`src/rtl/lock_pkg.sv`:
```
package lock_pkg;

    typedef enum logic [1:0] {
        LK_COLLECT = 2'd0,
        LK_OPEN    = 2'd1,
        LK_ALARM   = 2'd2
    } lock_state_e;

    typedef struct packed {
        logic open;
        logic alarm;
    } verdict_t;

    function automatic verdict_t verdict_of(lock_state_e s);
        verdict_t v;
        v.open  = (s == LK_OPEN);
        v.alarm = (s == LK_ALARM);
        return v;
    endfunction

    function automatic logic bit_differs(logic entered, logic expected);
        return entered ^ expected;
    endfunction

endpackage

```
`src/rtl/lock_press_detect.sv`:
```
module lock_press_detect (
    input  logic clk,
    input  logic rst,
    input  logic btn,
    output logic press
);
    logic btn_prev;

    always_ff @(posedge clk) begin
        if (rst) btn_prev <= 1'b0;
        else     btn_prev <= btn;
    end

    assign press = btn & ~btn_prev;
endmodule

```
`src/rtl/lock_combo_reg.sv`:
```
module lock_combo_reg #(
    parameter int KEY_LEN = 3
) (
    input  logic               clk,
    input  logic               load,
    input  logic [KEY_LEN-1:0] din,
    output logic [KEY_LEN-1:0] q
);
    for (genvar g = 0; g < KEY_LEN; g++) begin : g_bit
        always_ff @(posedge clk) begin
            if (load) q[g] <= din[g];
        end
    end
endmodule

```
`src/rtl/lock_entry_fsm.sv`:
```
module lock_entry_fsm
    import lock_pkg::*;
#(
    parameter int KEY_LEN = 3
) (
    input  logic               clk,
    input  logic               rst,
    input  logic               press,
    input  logic               key_bit,
    input  logic [KEY_LEN-1:0] combo,
    output verdict_t           verdict
);
    localparam int IW = (KEY_LEN > 1) ? $clog2(KEY_LEN) : 1;

    lock_state_e state_q, state_d;
    logic [IW-1:0] idx_q, idx_d;
    logic miss_q, miss_d;
    logic last_bit;

    assign last_bit = (idx_q == IW'(KEY_LEN - 1));

    always_comb begin
        state_d = state_q;
        idx_d   = idx_q;
        miss_d  = miss_q;
        if (state_q == LK_COLLECT && press) begin
            miss_d = miss_q | bit_differs(key_bit, combo[idx_q]);
            if (last_bit) begin
                state_d = miss_d ? LK_ALARM : LK_OPEN;
                idx_d   = '0;
            end else begin
                idx_d = idx_q + 1'b1;
            end
        end
    end

    always_ff @(posedge clk) begin
        if (rst) begin
            state_q <= LK_COLLECT;
            idx_q   <= '0;
            miss_q  <= 1'b0;
        end else begin
            state_q <= state_d;
            idx_q   <= idx_d;
            miss_q  <= miss_d;
        end
    end

    assign verdict = verdict_of(state_q);
endmodule

```
`src/rtl/combo_lock_ctrl.sv`:
```
module combo_lock_ctrl
    import lock_pkg::*;
#(
    parameter int KEY_LEN = 3
) (
    input  logic               clk,
    input  logic               rst,
    input  logic               enter_btn,
    input  logic               key_bit,
    input  logic               combo_ld,
    input  logic [KEY_LEN-1:0] combo_in,
    output logic               unlock,
    output logic               error
);
    logic               press;
    logic [KEY_LEN-1:0] combo_q;
    verdict_t           verdict;

    lock_press_detect u_press (
        .clk   (clk),
        .rst   (rst),
        .btn   (enter_btn),
        .press (press)
    );

    lock_combo_reg #(.KEY_LEN(KEY_LEN)) u_combo (
        .clk  (clk),
        .load (combo_ld),
        .din  (combo_in),
        .q    (combo_q)
    );

    lock_entry_fsm #(.KEY_LEN(KEY_LEN)) u_fsm (
        .clk     (clk),
        .rst     (rst),
        .press   (press),
        .key_bit (key_bit),
        .combo   (combo_q),
        .verdict (verdict)
    );

    assign unlock = verdict.open;
    assign error  = verdict.alarm;
endmodule

```
`config.mk`:
```
export PLATFORM = sky130hd
export DESIGN_NAME = combo_lock_ctrl
export DESIGN_NICKNAME = d
export VERILOG_FILES = /design/src/rtl/lock_pkg.sv /design/src/rtl/lock_press_detect.sv /design/src/rtl/lock_combo_reg.sv /design/src/rtl/lock_entry_fsm.sv /design/src/rtl/combo_lock_ctrl.sv
export SDC_FILE = /design/constraint.sdc
export NUM_CORES = 1
export LEC_CHECK = 0
export BUFFER_PORTS_ARGS = -buffer_cell sky130_fd_sc_hd__buf_2
export CAP_MARGIN = 25
export CORE_AREA = 2 2 39 41
export CTS_BUF_LIST = sky130_fd_sc_hd__clkbuf_16
export DETAILED_ROUTE_END_ITERATION = 10
export DIE_AREA = 0 0 41 43
export GPL_TIMING_DRIVEN = 1
export PLACE_DENSITY = 0.56
export SLEW_MARGIN = 20
export SYNTH_ARGS = -nofsm -noshare
export SYNTH_HDL_FRONTEND = slang
export SYNTH_SLANG_ARGS = --single-unit
```
`constraint.sdc`:
```
create_clock -name clk -period 2.7 [get_ports clk]
set_clock_uncertainty 0.15 [all_clocks]
set_input_delay 0 -clock clk [delete_from_list [all_inputs] [get_ports clk]]
set_output_delay 0 -clock clk [all_outputs]
set_load 0.02 [all_outputs]
```
==> impl_table.tex <==
\begin{tabular}{lr}
\hline
Metric & Value \\
\hline
\multicolumn{2}{l}{\textbf{Logic synthesis}} \\
Main flop type after synthesis & sky130\_fd\_sc\_hd\_\_dfxtp\_1 \\
Number of storage elements in the synthesis netlist & 9 \\
Per-instance average area after synthesis & between 10 and 15 um2 \\
Synthesized instance count & 34 \\
Unique masters post-synth & 18 \\
Synth warn & 0 \\
Syn Std Cell Area & around 370 um2 \\
Cell types with the largest area share after synthesis & sky130\_fd\_sc\_hd\_\_dfxtp\_1, sky130\_fd\_sc\_hd\_\_edfxtp\_1, sky130\_fd\_sc\_hd\_\_nor2\_1 \\
Ranking of synthesized cells by instance count & sky130\_fd\_sc\_hd\_\_dfxtp\_1, sky130\_fd\_sc\_hd\_\_nor2\_1, sky130\_fd\_sc\_hd\_\_edfxtp\_1, sky130\_fd\_sc\_hd\_\_nand2\_1, sky130\_fd\_sc\_hd\_\_nor2b\_1 \\
EDFF count, synth & 3 \\
Syn Nets & 42 \\
Share of the synthesized area in the top cell type & 0.328 \\
Synth area leader & sky130\_fd\_sc\_hd\_\_dfxtp\_1 \\
Share of the yosys chip area belonging to registers & 0.573 \\
Fraction of synthesis flops using an asynchronous set or reset pin & 0 \\
Most frequent cell after synthesis & sky130\_fd\_sc\_hd\_\_dfxtp\_1 \\
\multicolumn{2}{l}{\textbf{Power and ir drop}} \\
Areal power density over the cells & 770 nW/um2 \\
Leak & 0.000240 uW \\
Worst vdd ir & 343 uV \\
\multicolumn{2}{l}{\textbf{Global routing}} \\
Total gr overflow & 0 \\
First-pass GRT wire length & between 1000 and 1500 um \\
Via count of the first global-routing pass & 250 \\
Maximum number of pins on one net before global-route repair & 8 \\
GR Util All Layers & 0.0950 \\
Number of antenna violations at the first check in global routing & 0 \\
\multicolumn{2}{l}{\textbf{Drt}} \\
Antenna Nets Post-Route & 0 \\
WL met1 & approximately 280 um \\
DR WL met2 & 264 um \\
First-pass iteration count of the detailed router & 3 \\
DR iter-0 viols & 4 \\
Highest layer used for signal routing & met4 \\
Average routed wire per standard cell & 9.07 um \\
Total wire length after detailed routing & 626 um \\
Average vias per placed instance & 4.33 \\
Via count of the routed design & about 300 \\
Post-detailed-route DRC marker count & 0 \\
Routed wire length on met3 & roughly 58 um \\
\multicolumn{2}{l}{\textbf{Clock tree}} \\
Sink count of the clock tree & 9 \\
Count of H-tree levels built during CTS & 1 \\
TritonCTS clock tree & yes \\
Max clock buf depth & 2 \\
CTS clock-pin slew for the worst setup and hold paths & about 40 ps \\
CTS Root Buffer Type & sky130\_fd\_sc\_hd\_\_clkbuf\_16 \\
CTS resizes & 0 \\
Clock insertion delay at the later pin of the skew report & 230 ps \\
Cts bufs inserted & 3 \\
\multicolumn{2}{l}{\textbf{Final layout}} \\
Area Overhead vs Synth & 57.0\% \\
Layout cells sized above 1 & 0.264 \\
Number of nets in the layout & 62 \\
Core utilization of the finished layout & 0.416 \\
Count of inserted antenna diode cells & 0 \\
Filler cell count & 136 \\
\multicolumn{2}{l}{\textbf{Floorplan}} \\
Count of boundary I/O pins & 10 \\
Overall die area & 1760 um2 \\
Initial cell density of the core & 0.265 \\
Vertical die dimension & about 43 um \\
Die Span X & just over 40 um \\
Row count & 14 \\
Standard cell core area & about 1400 um2 \\
\multicolumn{2}{l}{\textbf{STA}} \\
Worst Tran Pin Value & 341 ps \\
Setup repair after global routing missed its margin & no \\
Final max-slew violation count & 0 \\
Top achievable clock speed & around 600 MHz \\
Final clock period utilization by the worst path & 0.619 \\
Worst slew slack as a fraction of its limit & 0.771 \\
Minimum clock period & 1670 ps \\
Setup TNS & 0 ps \\
Number of failing setup endpoints in the final timing report & 0 \\
Endpoints failing hold & 0 \\
\multicolumn{2}{l}{\textbf{Placement}} \\
HPWL Detailed & 410 um \\
Number of buffer cells added on primary ports & 9 \\
Last weighted congestion value of the routability-driven placer & 0.641 \\
\multicolumn{2}{l}{\textbf{Critical path}} \\
Element type at the critical path end & flip-flop \\
Category of the most critical setup path & flip-flop to flip-flop \\
Required time of the critical path & 2710 ps \\
Critical Path AT & 1680 ps \\
Largest driver fanout on the critical path & 6 \\
Kind of start point of the critical path & flip-flop \\
\multicolumn{2}{l}{\textbf{Run}} \\
Count of max-cap constraint violations & 0 \\
\multicolumn{2}{l}{\textbf{Outcome}} \\
Outcome & completed \\
\multicolumn{2}{l}{\textbf{Min path}} \\
Path class of the lowest-slack min-delay path & primary input to flip-flop \\
\hline
\end{tabular}
==> registers in the layout, summed over array words and instances (netlist names) <==
register	count
u_combo.q	3
u_fsm.idx_q	2
u_fsm.miss_q	1
u_fsm.state_q	2
u_press.btn_prev	1
==> worst max-delay path, cell delays in order, from the launching register on <==
cell	delay [ps]
sky130_fd_sc_hd__dfxtp_1	330
sky130_fd_sc_hd__or4b_1	630
sky130_fd_sc_hd__nor3b_2	250
sky130_fd_sc_hd__nor2_1	70
sky130_fd_sc_hd__a211oi_2	180
==> metal layers <==
layer | up-vias | global-route usage
met1 | 127 | 0.112
met2 | 12 | 0.113
met3 | 2 | 0.0628
li1 | 158 | -
met4 | 0 | 0.0800
met5 | - | 0
==> area by class of cell <==
type / instances / area [um2] / share of cell area
clock buffers: 3 / 75.1 / 0.130
clock inverters: 1 / 3.75 / 0.00652
repair buffers: 16 / 115 / 0.200
flip-flops and latches: 9 / 210 / 0.365
inverters: 1 / 3.75 / 0.00652
well taps: 16 / 20.0 / 0.0348
multi-input cells: 23 / 148 / 0.257
==> timing repair <==
action                    in CTS  in global routing
hold endpoints to repair      12                  0
hold buffers                   7                  0
buffers inserted               0                  0
==> kinds of logic after synthesis <==
family | count (synthesis) | synth area share
AOI/OAI and AO/OA | 6 | 0.123
and+or+nand+nor | 15 | 0.229
xor gates and xnor gates | 1 | 0.0239
buffers and inverters | 2 | 0.0239
DFF | 9 | 0.573
muxes | 1 | 0.0273
==> path summary, 6_finish.rpt <==
kind                                       start          endpoint  slack (ps)  cells after the start
worst max-delay path            u_fsm.state_q[1]  u_fsm.state_q[1]        1030                      4
worst min-delay path                     key_bit  u_fsm.state_q[1]          30                      3
worst max register to register  u_fsm.state_q[1]  u_fsm.state_q[1]        1030                      4
worst min register to register      u_fsm.miss_q      u_fsm.miss_q         330                      2
==> where the power goes <==
part	switching (uW)	internal [uW]
sequential	5.58	150
combinational	16.0	19.2
clock	59.8	193
==> stage by stage <==
stage	power (uW)	hold WS, ps	instances	area (um2)	setup WS (ps)
after global placement	185	26.5	58	427	1030
after floorplan	175	-85.4	34	367	1100
after detailed placement	185	28.1	58	427	1030
after global routing	464	56.0	69	576	911
final	443	30.7	69	576	1030
after CTS	452	23.3	69	576	1020
==> placed cells by master (no fill, tap or decap), drive strengths merged <==
| cell type | netlist | routed |
|---|---|---|
| a211oi | 1 | 1 |
| a21oi | 2 | 2 |
| a32o | 1 | 1 |
| buf | 1 | 9 |
| clkbuf | 0 | 3 |
| dfxtp | 6 | 6 |
| dlygate4sd3 | 0 | 7 |
| edfxtp | 3 | 3 |
| inv | 1 | 2 |
| mux2i | 1 | 1 |
| nand2 | 3 | 3 |
| nand3b | 1 | 1 |
| nor2 | 5 | 5 |
| nor2b | 3 | 3 |
| nor3 | 1 | 1 |
| nor3b | 1 | 1 |
| o21ai | 1 | 1 |
| o31ai | 1 | 1 |
| or4b | 1 | 1 |
| xnor2 | 1 | 1 |
(Power assumes the default switching activity.)
